--- config.mk ---
export PLATFORM = sky130hd
export DESIGN_NAME = idle_tune_top
export DESIGN_NICKNAME = d
export VERILOG_FILES = /design/src/rtl/idle_tune_pkg.sv /design/src/rtl/idle_tune_epoch.sv /design/src/rtl/idle_tune_lane.sv /design/src/rtl/idle_tune_top.sv
export SDC_FILE = /design/constraint.sdc
export NUM_CORES = 1
export LEC_CHECK = 0
export ABC_AREA = 1
export CAP_MARGIN = 20
export CORE_MARGIN = 2
export CORE_UTILIZATION = 55
export CTS_BUF_LIST = sky130_fd_sc_hd__clkbuf_4
export DETAILED_ROUTE_END_ITERATION = 7
export PLACE_DENSITY = 0.87
export SLEW_MARGIN = 25
export SYNTH_ARGS = -nofsm -noshare
export SYNTH_HDL_FRONTEND = slang
export SYNTH_HIERARCHICAL = 1
export SYNTH_SLANG_ARGS = --single-unit
--- constraint.sdc ---
create_clock -name clk -period 1.77 [get_ports clk]
set_input_delay 0.4425 -clock clk [delete_from_list [all_inputs] [get_ports clk]]
set_output_delay 0.4425 -clock clk [all_outputs]
set_load 0.005 [all_outputs]
--- src/rtl/idle_tune_pkg.sv ---
`timescale 1ns/1ps
package idle_tune_pkg;
  localparam int NUM_PIPES = 2;
  localparam int PIPE_INT  = 0;
  localparam int PIPE_FP   = 1;

  typedef enum logic [1:0] {
    ADJ_HOLD = 2'd0,
    ADJ_UP   = 2'd1,
    ADJ_DOWN = 2'd2
  } adj_e;
endpackage

--- src/rtl/idle_tune_epoch.sv ---
`timescale 1ns/1ps
module idle_tune_epoch #(
  parameter int EPOCH_LEN  = 1000,
  parameter int DEC_EPOCHS = 4
) (
  input  logic clk,
  input  logic rst_n,
  output logic epoch_end_o,
  output logic dec_due_o
);
  localparam int EW = (EPOCH_LEN > 1) ? $clog2(EPOCH_LEN) : 1;
  localparam int DW = (DEC_EPOCHS > 1) ? $clog2(DEC_EPOCHS) : 1;
  localparam logic [EW-1:0] CYC_LAST = EW'(EPOCH_LEN - 1);
  localparam logic [DW-1:0] EP_LAST  = DW'(DEC_EPOCHS - 1);

  logic [EW-1:0] cyc_q;
  logic [DW-1:0] ep_q;

  assign epoch_end_o = (cyc_q == CYC_LAST);
  assign dec_due_o   = epoch_end_o && (ep_q == EP_LAST);

  always_ff @(posedge clk) begin
    if (!rst_n) begin
      cyc_q <= '0;
      ep_q  <= '0;
    end else if (epoch_end_o) begin
      cyc_q <= '0;
      ep_q  <= (ep_q == EP_LAST) ? '0 : ep_q + 1'b1;
    end else begin
      cyc_q <= cyc_q + 1'b1;
    end
  end
endmodule

--- src/rtl/idle_tune_lane.sv ---
`timescale 1ns/1ps
module idle_tune_lane
  import idle_tune_pkg::*;
#(
  parameter int IDLE_MIN    = 5,
  parameter int IDLE_MAX    = 10,
  parameter int CRIT_THRESH = 8,
  parameter int IDW         = 4
) (
  input  logic           clk,
  input  logic           rst_n,
  input  logic           wake_i,
  input  logic           epoch_end_i,
  input  logic           dec_due_i,
  output logic [IDW-1:0] idle_o
);
  localparam int CAP = CRIT_THRESH + 1;
  localparam int CW  = $clog2(CAP + 1);
  localparam logic [CW-1:0]  CNT_CAP = CW'(CAP);
  localparam logic [CW-1:0]  CNT_THR = CW'(CRIT_THRESH);
  localparam logic [IDW-1:0] V_MIN   = IDW'(IDLE_MIN);
  localparam logic [IDW-1:0] V_MAX   = IDW'(IDLE_MAX);

  logic [CW-1:0]  cnt_q;
  logic [CW-1:0]  cnt_with_now;
  logic [IDW-1:0] idle_q;
  logic [IDW-1:0] idle_d;
  logic           over;
  adj_e           act;

  // Count including the current cycle's pulse, saturating just above threshold.
  assign cnt_with_now = (wake_i && cnt_q != CNT_CAP) ? cnt_q + 1'b1 : cnt_q;
  assign over         = cnt_with_now > CNT_THR;

  always_comb begin
    act = ADJ_HOLD;
    if (epoch_end_i) begin
      if (over && !dec_due_i)      act = ADJ_UP;
      else if (dec_due_i && !over) act = ADJ_DOWN;
    end
  end

  always_comb begin
    unique case (act)
      ADJ_UP:   idle_d = (idle_q >= V_MAX) ? V_MAX : idle_q + 1'b1;
      ADJ_DOWN: idle_d = (idle_q <= V_MIN) ? V_MIN : idle_q - 1'b1;
      default:  idle_d = idle_q;
    endcase
  end

  always_ff @(posedge clk) begin
    if (!rst_n) begin
      cnt_q  <= '0;
      idle_q <= V_MIN;
    end else begin
      cnt_q  <= epoch_end_i ? '0 : cnt_with_now;
      idle_q <= idle_d;
    end
  end

  assign idle_o = idle_q;
endmodule

--- src/rtl/idle_tune_top.sv ---
`timescale 1ns/1ps
module idle_tune_top
  import idle_tune_pkg::*;
#(
  parameter int EPOCH_LEN   = 1000,
  parameter int DEC_EPOCHS  = 4,
  parameter int IDLE_MIN    = 5,
  parameter int IDLE_MAX    = 10,
  parameter int CRIT_THRESH = 8,
  localparam int IDW        = $clog2(IDLE_MAX + 1)
) (
  input  logic           clk,
  input  logic           rst_n,
  input  logic           crit_wake_int_i,
  input  logic           crit_wake_fp_i,
  output logic [IDW-1:0] idle_int_o,
  output logic [IDW-1:0] idle_fp_o
);
  logic                 ep_last;
  logic                 ep_dec;
  logic [NUM_PIPES-1:0] wake_vec;
  logic [IDW-1:0]       idle_arr [NUM_PIPES];

  assign wake_vec[PIPE_INT] = crit_wake_int_i;
  assign wake_vec[PIPE_FP]  = crit_wake_fp_i;

  idle_tune_epoch #(
    .EPOCH_LEN (EPOCH_LEN),
    .DEC_EPOCHS(DEC_EPOCHS)
  ) epoch_i (
    .clk        (clk),
    .rst_n      (rst_n),
    .epoch_end_o(ep_last),
    .dec_due_o  (ep_dec)
  );

  for (genvar g = 0; g < NUM_PIPES; g++) begin : g_lane
    idle_tune_lane #(
      .IDLE_MIN   (IDLE_MIN),
      .IDLE_MAX   (IDLE_MAX),
      .CRIT_THRESH(CRIT_THRESH),
      .IDW        (IDW)
    ) lane_i (
      .clk        (clk),
      .rst_n      (rst_n),
      .wake_i     (wake_vec[g]),
      .epoch_end_i(ep_last),
      .dec_due_i  (ep_dec),
      .idle_o     (idle_arr[g])
    );
  end

  assign idle_int_o = idle_arr[PIPE_INT];
  assign idle_fp_o  = idle_arr[PIPE_FP];
endmodule

==> results.tsv, run 1 <==
stage	metric	value	unit
synth	synth unique cells	24	
synth	sequential element share of the synthesized area	0.306	
cts	TritonCTS clock tree	done	
synth	Mapped Area	0.00183	sq mm
sta	Tmin final	2.02	ns
finish	Antenna diodes	0	
floorplan	Starting Density	0.591	
route	# DRC	0	
cts	clock buffer depth	2	
sta	Slew Viols, Final	0	
sta	RSZ-0062 raised after global routing	true	
critical_path	Worst R2R End	g_lane[1].lane_i/idle_o[2]	
finish	layout cell share with drive strength beyond 1	0.444	
status	outcome	complete, but fails checks	
cts	clk_lat worst skew	0.33	ns
cts	H-Tree Depth	1	
sta	Max-slew headroom	0.801	
route	Routed WL	5.97	mm
floorplan	Die Wd	61.7	um
critical_path	Worst setup EP type	flip-flop	
critical_path	RR Startpoint	g_lane[1].lane_i/cnt_q[1]	
synth	syn_nets	288	
route	drt pass-1 iters	8	
synth	mean post-synth cell area	6.84	sq um
finish	most frequent cells in the layout	52 x nand2_1, 34 x buf_4, 32 x inv_1, 18 x nand3_1	
sta	crit share post-route	1.14	
route	drt initial violations	215	
cts	clk slew on worst S/H paths	0.16	ns
hold_path	WHS Endpoint	epoch_i/cyc_q[0]	
finish	Post-Layout Cell Count	364	
critical_path	Req. time, crit path	2.04	ns
global_route	first-pass GRT wire length	7.05	mm
floorplan	Ports	12	
floorplan	row count	20	
critical_path	Worst Setup Start Kind	flip-flop	
power_and_ir_drop	worst vdd ir	0.337	mV
sta	Setup WS post-layout	-0.254	ns
finish	nets	341	
hold_path	hold path start	epoch_i/cyc_q[0]	
critical_path	crit path DAT	2.29	ns
hold_path	hold path depth	2	
power_and_ir_drop	Leakage	1.10	nW
flow_run	MaxCap Viol Count	0	
hold_path	min-delay worst type	reg -> reg	
power_and_ir_drop	PwrDens	426	mW/mm^2
sta	# setup viols final	8	
synth	cells after synthesis	268	
place	Port Buffers	11	
sta	Post-Route Skew	0.0175	ns
critical_path	Reg2Reg Depth	15	
global_route	antenna violations before repair	0	
place	HPWL Detailed	2.93	mm
route	routed vias/inst	5.73	
critical_path	critical path fanouts, max	4	
cts	TritonCTS Buffers	3	
critical_path	critical path type	reg -> reg	
status	violated checks	negative setup slack	
finish	fillcell total	177	
finish	commonest non-fill, non-tap cell in the layout	nand2_1	
sta	Worst Tran Pin Value	0.299	ns
critical_path	flop-to-flop setup slack	-0.25	ns
synth	YS warnings	6	
sta	Total Neg Setup Slack	-1.17	ns
floorplan	CORE AREA	0.00310	sq mm
global_route	pin count of the biggest net entering global routing	16	
place	Post-Place Cells	350	
sta	Hold Fails Final Rpt	0	
cts	CTS Hold Buffers Added	0	
synth	post-synthesis register bit count	28	
finish	area grow syn2layout	44.8	%
global_route	vias in the first global route	1714	
route	Avg WL per Cell	16.4	um
global_route	GRT Total Usage	0.247	
global_route	gr ovfl total	0	
route	routed via count	2086	
floorplan	Die Area	0.00381	sq mm
cts	Root Buffer	clkbuf_4	
sta	Fmax	494	MHz
floorplan	Die Height	61.7	um
sta	Min Hold Slack	0.545	ns
place	Final Wtd Congestion	0.869	
route	post-route ant nets	0	
cts	# clock sinks	28	
-- Yosys cell counts --
| master | number | area [sq um] |
|---|---|---|
| ha_1 | 16 | 200 |
| o211ai_1 | 2 | 15.0 |
| dfxtp_1 | 28 | 561 |
| buf_4 | 1 | 7.51 |
| nand3_2 | 2 | 20.0 |
| nor2_2 | 11 | 68.8 |
| nand3_4 | 1 | 17.5 |
| nand2_1 | 66 | 248 |
| nor3_1 | 1 | 5.00 |
| o21ai_2 | 2 | 17.5 |
| nor2_4 | 1 | 11.3 |
| a21oi_2 | 7 | 61.3 |
| o21ai_0 | 8 | 40.0 |
| nand3_1 | 29 | 145 |
| nor2_1 | 19 | 71.3 |
| a21oi_1 | 12 | 60.1 |
| nand3b_1 | 3 | 22.5 |
| o21ai_1 | 2 | 10.0 |
| inv_2 | 3 | 11.3 |
| nand2_2 | 3 | 18.8 |
| nand2_4 | 1 | 11.3 |
| xnor2_1 | 2 | 17.5 |
| nand4_1 | 5 | 31.3 |
| inv_1 | 43 | 161 |
-- worst max-delay path by stage --
stage / startpoint / endpoint / slack [ns] / cells after the start
after global routing: epoch_i/cyc_q[9] / g_lane[0].lane_i/idle_o[2] / -0.33 / 14
after CTS: epoch_i/cyc_q[3] / g_lane[1].lane_i/idle_o[2] / -0.05 / 15
after global placement: crit_wake_int_i / g_lane[0].lane_i/idle_o[2] / -0.49 / 14
after detailed placement: crit_wake_int_i / g_lane[0].lane_i/idle_o[2] / -0.53 / 14
after floorplan: epoch_i/cyc_q[5] / g_lane[0].lane_i/idle_o[2] / 0.009 / 15
final: g_lane[1].lane_i/cnt_q[1] / g_lane[1].lane_i/idle_o[2] / -0.25 / 15
-- critical path, cell delays in order, from the launching register on --
cell and delay [ns]:
dfxtp_2 0.37, inv_2 0.05, ha_4 0.16, buf_4 0.13, nand4_1 0.13, nand3_2 0.13
nand3_4 0.11, nand3_2 0.11, ha_4 0.18, inv_2 0.07, o21ai_1 0.08, a21oi_1 0.17
nand2_1 0.09, nand2_1 0.06, nand2_1 0.05, nand3_1 0.07
-- logic make-up after synthesis --
| kind of cell | Yosys count | share of synthesized area |
|---|---|---|
| AND/OR/NAND/NOR | 142 | 0.366 |
| AO/OA/AOI/OAI | 33 | 0.111 |
| flip-flops | 28 | 0.306 |
| XOR/XNOR | 2 | 0.00956 |
| adder cells (fa/ha/maj) | 16 | 0.109 |
| buffers and inverters | 47 | 0.0983 |
-- sequential cells by signal, indices dropped and copies added (netlist names) --
| name | count |
|---|---|
| g_lane.lane_i/cnt_q | 8 |
| g_lane.lane_i/idle_o | 8 |
| epoch_i/cyc_q | 10 |
| epoch_i/ep_q | 2 |
-- through the flow --
stage               cell area, sq um   util  setup WS [ns]  power, mW
floorplan                       1900      -        0.00929      0.732
global placement                2270  0.731         -0.491      0.788
detailed placement              2270  0.731         -0.526      0.794
CTS                             2430  0.783        -0.0506       1.08
global route                    2660  0.856         -0.326       1.17
finish                          2660  0.856         -0.254       1.13
-- metal layers --
metal | track usage | up-vias | share of wire
met5 | 0 | - | 0
met3 | 0.0352 | 35 | 0.055
met1 | 0.286 | 984 | 0.40
met4 | 0.109 | 0 | 0.042
li1 | - | 960 | -
met2 | 0.448 | 107 | 0.50
-- power by group --
part / total (mW) / switching [mW] / internal, mW / leakage (nW)
logic: 0.195 / 0.105 / 0.0907 / 0.854
clock network: 0.272 / 0.189 / 0.0827 / 0.0154
registers: 0.663 / 0.0170 / 0.646 / 0.232
total: 1.13 / 0.311 / 0.820 / 1.10
-- area by class of cell --
class / count / area, sq um / area share
inverter: 46 / 188 / 0.0707
clock inverter: 1 / 3.75 / 0.00141
clock buffer: 3 / 22.5 / 0.00848
timing repair buffer: 49 / 408 / 0.154
tap: 44 / 55.1 / 0.0207
sequential: 28 / 584 / 0.220
multi-input combinational: 193 / 1390 / 0.525
-- repair_timing --
action | in CTS | in global routing
resized for setup | 40 | 49
pin swaps | 14 | 26
setup endpoints to repair | 11 | 11
setup buffers | 4 | 6
hold endpoints to repair | 0 | 0
No activity file was read; power rests on OpenSTA's default activity.
==> run 2, diff against run 1 <==
--- a/config.mk
+++ b/config.mk
@@ -5,8 +5,8 @@
 export SDC_FILE = /design/constraint.sdc
 export NUM_CORES = 1
 export LEC_CHECK = 0
-export ABC_AREA = 1
 export CAP_MARGIN = 20
+export CORE_ASPECT_RATIO = 1.5
 export CORE_MARGIN = 2
 export CORE_UTILIZATION = 55
 export CTS_BUF_LIST = sky130_fd_sc_hd__clkbuf_4
==> run 2 against run 1 <==
Effect of this change: the flow still finishes with violations (negative setup slack); non-clock buffer count rose by 3; cell count shrank 17%; sequential power up 0.6%; first-iteration DRC count fell by 77%; clock power is 6% higher; hold slack worse by 0.067 ns; global-route usage grew 0.51 points; largest power group unchanged.
==> results.tsv, run 2 <==
stage	metric	value	unit	change
global_route	Most Used Layer, Global Route	met2		unchanged
synth	Synth async-reset ratio	0		unchanged
global_route	GRT Total Usage	0.252		was 0.247
finish	area grow syn2layout	40.9	%	was 44.8%
critical_path	critical path fanouts, max	7		was 4
power_and_ir_drop	worst vdd ir	0.417	mV	was 0.337 mV
critical_path	Worst path top cell family by delay	simple AND/OR/NAND/NOR gates		unchanged
critical_path	Req. time, crit path	2.02	ns	was 2.04 ns
synth	sequential element share of the synthesized area	0.313		was 0.306
sta	Post-Route Skew	0.00450	ns	was 0.0175 ns
critical_path	CP bufs+invs	2		was 3
floorplan	CORE AREA	0.00313	sq mm	was 0.00310 sq mm
flow_run	MaxCap Viol Count	0		unchanged
global_route	pin count of the biggest net entering global routing	22		was 16
critical_path	Worst setup EP type	flip-flop		unchanged
critical_path	flop-to-flop setup slack	-0.47	ns	was -0.25 ns
floorplan	Starting Density	0.573		was 0.591
finish	Layout Utilization	0.807		was 0.856
floorplan	Die Height	73.9	um	was 61.7 um
power_and_ir_drop	PwrDens	451	mW/mm^2	was 426 mW/mm^2
route	drt initial violations	50		was 215
sta	Setup WS post-layout	-0.473	ns	was -0.254 ns
synth	cells after synthesis	212		was 268
finish	layout cell share with drive strength beyond 1	0.395		was 0.444
floorplan	row count	25		was 20
sta	Max-slew headroom	0.774		was 0.801
synth	YS warnings	6		unchanged
synth	Top FF cell, synth	dfxtp_1		unchanged
sta	crit share post-route	1.27		was 1.14
hold_path	min-delay worst type	reg -> reg		unchanged
sta	Tmin final	2.24	ns	was 2.02 ns
critical_path	Worst R2R End	g_lane[0].lane_i/idle_o[2]		was g_lane[1].lane_i/idle_o[2]
sta	Worst Tran Pin Value	0.337	ns	was 0.299 ns
synth	post-synthesis register bit count	28		unchanged
place	Port Buffers	11		unchanged
global_route	vias in the first global route	1644		was 1714
critical_path	Critical Path Max Stage Delay	0.37	ns	about the same
place	Area after DPL	0.00224	sq mm	was 0.00227 sq mm
status	outcome	complete, but fails checks		unchanged
global_route	grt met2 use	0.482		was 0.448
cts	TritonCTS Buffers	3		unchanged
cts	clk slew on worst S/H paths	0.16	ns	about the same
power_and_ir_drop	Leakage	1.05	nW	was 1.10 nW
route	post-route ant nets	0		unchanged
critical_path	Crit path depth	11		was 15
route	routed via count	1822		was 2086
floorplan	Die Area	0.00374	sq mm	was 0.00381 sq mm
synth	Yosys top cell by area	dfxtp_1		unchanged
finish	Final Instance Area	0.00252	sq mm	was 0.00266 sq mm
synth	mean post-synth cell area	8.45	sq um	was 6.84 sq um
finish	nets	282		was 341
critical_path	worst-path cell chain	buf_4, nand4_1, xor2_1, a41oi_2, nand3b_1, ha_4, buf_6, nor2_1, nor2_1, o22ai_2, nand2_1		was inv_2, ha_4, buf_4, nand4_1, nand3_2, nand3_4, nand3_2, ha_4, inv_2, o21ai_1, a21oi_1, nand2_1, nand2_1, nand2_1, nand3_1
floorplan	Die Wd	50.6	um	was 61.7 um
critical_path	Worst path most repeated cell	nor2_1		was nand2_1
synth	Synth top area share	0.313		was 0.306
critical_path	Setup crit start	g_lane[0].lane_i/cnt_q[1]		was g_lane[1].lane_i/cnt_q[1]
synth	most frequent cells after synthesis	28 x dfxtp_1, 26 x nor2_1, 20 x nand2_1		was 66 x nand2_1, 43 x inv_1, 29 x nand3_1
sta	RSZ-0062 raised after global routing	true		unchanged
sta	Hold Fails Final Rpt	0		unchanged
synth	Mapped Area	0.00179	sq mm	was 0.00183 sq mm
cts	clk_lat worst skew	0.34	ns	was 0.33 ns
finish	commonest non-fill, non-tap cell in the layout	buf_4		was nand2_1
critical_path	slowest stage cell, crit path	dfxtp_2		unchanged
route	# DRC	0		unchanged
place	Final Wtd Congestion	0.787		was 0.869
cts	clock buffer depth	2		unchanged
finish	Antenna diodes	0		unchanged
place	HPWL Detailed	3.08	mm	was 2.93 mm
finish	fillcell total	175		was 177
status	violated checks	negative setup slack		unchanged
critical_path	critical path type	reg -> reg		unchanged
finish	Biggest register	epoch_i/cyc_q		unchanged
synth	top-count cell post-synth	dfxtp_1		was nand2_1
critical_path	Reg2Reg Depth	11		was 15
place	Post-Place Cells	290		was 350
cts	H-Tree Depth	1		unchanged
synth	largest cells by area after synthesis	dfxtp_1 31%, ha_1 11%, nor2_1 5.4%		was dfxtp_1 31%, nand2_1 14%, ha_1 11%
cts	Root Buffer	clkbuf_4		unchanged
finish	Largest register FFs	10		unchanged
floorplan	Ports	12		unchanged
sta	Slew Viols, Final	0		unchanged
cts	TritonCTS clock tree	done		unchanged
route	routed vias/inst	6.05		was 5.73
route	Avg WL per Cell	17.8	um	was 16.4 um
place	placement-stage worst setup slack	-0.922	ns	was -0.526 ns
finish	Post-Layout Cell Count	301		was 364
synth	syn_nets	232		was 288
critical_path	RR Startpoint	g_lane[0].lane_i/cnt_q[1]		was g_lane[1].lane_i/cnt_q[1]
route	Routed WL	5.37	mm	was 5.97 mm
sta	# setup viols final	10		was 8
cts	# clock sinks	28		unchanged
critical_path	Worst Setup EP	g_lane[0].lane_i/idle_o[2]		was g_lane[1].lane_i/idle_o[2]
finish	most frequent cells in the layout	39 x buf_4, 24 x nor2_1, 18 x nand2_1, 14 x dfxtp_1, 12 x dfxtp_2		was 52 x nand2_1, 34 x buf_4, 32 x inv_1, 18 x nand3_1
sta	Min Hold Slack	0.478	ns	was 0.545 ns
global_route	met3 usage in global routing	0.0224		was 0.0352
critical_path	crit path DAT	2.49	ns	was 2.29 ns
critical_path	Worst Setup Start Kind	flip-flop		unchanged
synth	synth unique cells	45		was 24
route	drt pass-1 iters	4		was 8
sta	Fmax	446	MHz	was 494 MHz
global_route	grt met1 use	0.275		was 0.286
global_route	gr ovfl total	0		unchanged
global_route	antenna violations before repair	0		unchanged
global_route	first-pass GRT wire length	7.25	mm	was 7.05 mm
synth	EDFF count, synth	0		unchanged
[run 2: changes by cell type in the layout (fill, tap and decap cells not counted), moves of 7 or more]
cell      before  now
nand2_1       52   18
xor2_1         0   10
inv_1         32   10
nor2_2        13    2
nor2_1        13   24
nand3b_1       3   10
nand3_1       18   10
nand2_2       12    2
[run 2: tightest hold or removal path: stages (launching register included)]
cell,delay [ns]
dfxtp_1,0.34
nand2_1,0.05
o21ai_0,0.06
[run 2: stage by stage]
step                total power [mW]  TNS (ns)
finish                          1.14     -3.49
global route                    1.18     -4.34
CTS                             1.13     -2.94
detailed placement             0.824     -6.92
global placement               0.817     -6.14
floorplan                      0.754     -2.65
[run 2: what timing repair did]
action                     in CTS  in global routing
pin swaps                      23                 16
buffers inserted                3                  4
setup endpoints to repair      13                 10
hold buffers                    0                  0
resized for setup              32                 24
[run 2: layout make-up]
| cell class | count | area, sq um | area share |
|---|---|---|---|
| sequential | 28 | 583 | 0.231 |
| clock inverter | 1 | 3.75 | 0.00149 |
| inverter | 14 | 57.6 | 0.0228 |
| clock buffer | 3 | 22.5 | 0.00892 |
| tap | 40 | 50.0 | 0.0198 |
| timing repair buffer | 52 | 425 | 0.169 |
| multi-input combinational | 163 | 1380 | 0.547 |
[run 2: cells by family after synthesis]
kind of cell	after synthesis	share of synthesized area
fa+ha+maj	16	0.112
simple gates	92	0.277
buf+inv	21	0.0461
compound gates	42	0.187
xor+xnor	11	0.0538
mux	2	0.0112
flops	28	0.313
[run 2: how the worst min path moves through the flow]
stage / slack, ns / endpoint / startpoint / cells after the start
after global routing: 0.50 / epoch_i/ep_q[1] / epoch_i/ep_q[1] / 2
final: 0.48 / epoch_i/ep_q[1] / epoch_i/ep_q[1] / 2
after global placement: 0.45 / epoch_i/ep_q[1] / epoch_i/ep_q[1] / 2
after detailed placement: 0.46 / epoch_i/ep_q[1] / epoch_i/ep_q[1] / 2
after CTS: 0.48 / epoch_i/ep_q[1] / epoch_i/ep_q[1] / 2
after floorplan: 0.44 / epoch_i/ep_q[1] / epoch_i/ep_q[1] / 2
[run 2: report_power, final]
group	switching [mW]	leakage (nW)	internal (mW)
registers	0.0183	0.232	0.649
logic	0.0884	0.806	0.0948
clock network	0.204	0.0154	0.0833
[run 2: metal layers]
layer	vias to the layer above	wire length, um
li1	855	-
met1	902	2170
met3	17	125
met4	0	177
met5	-	0
met2	48	2900
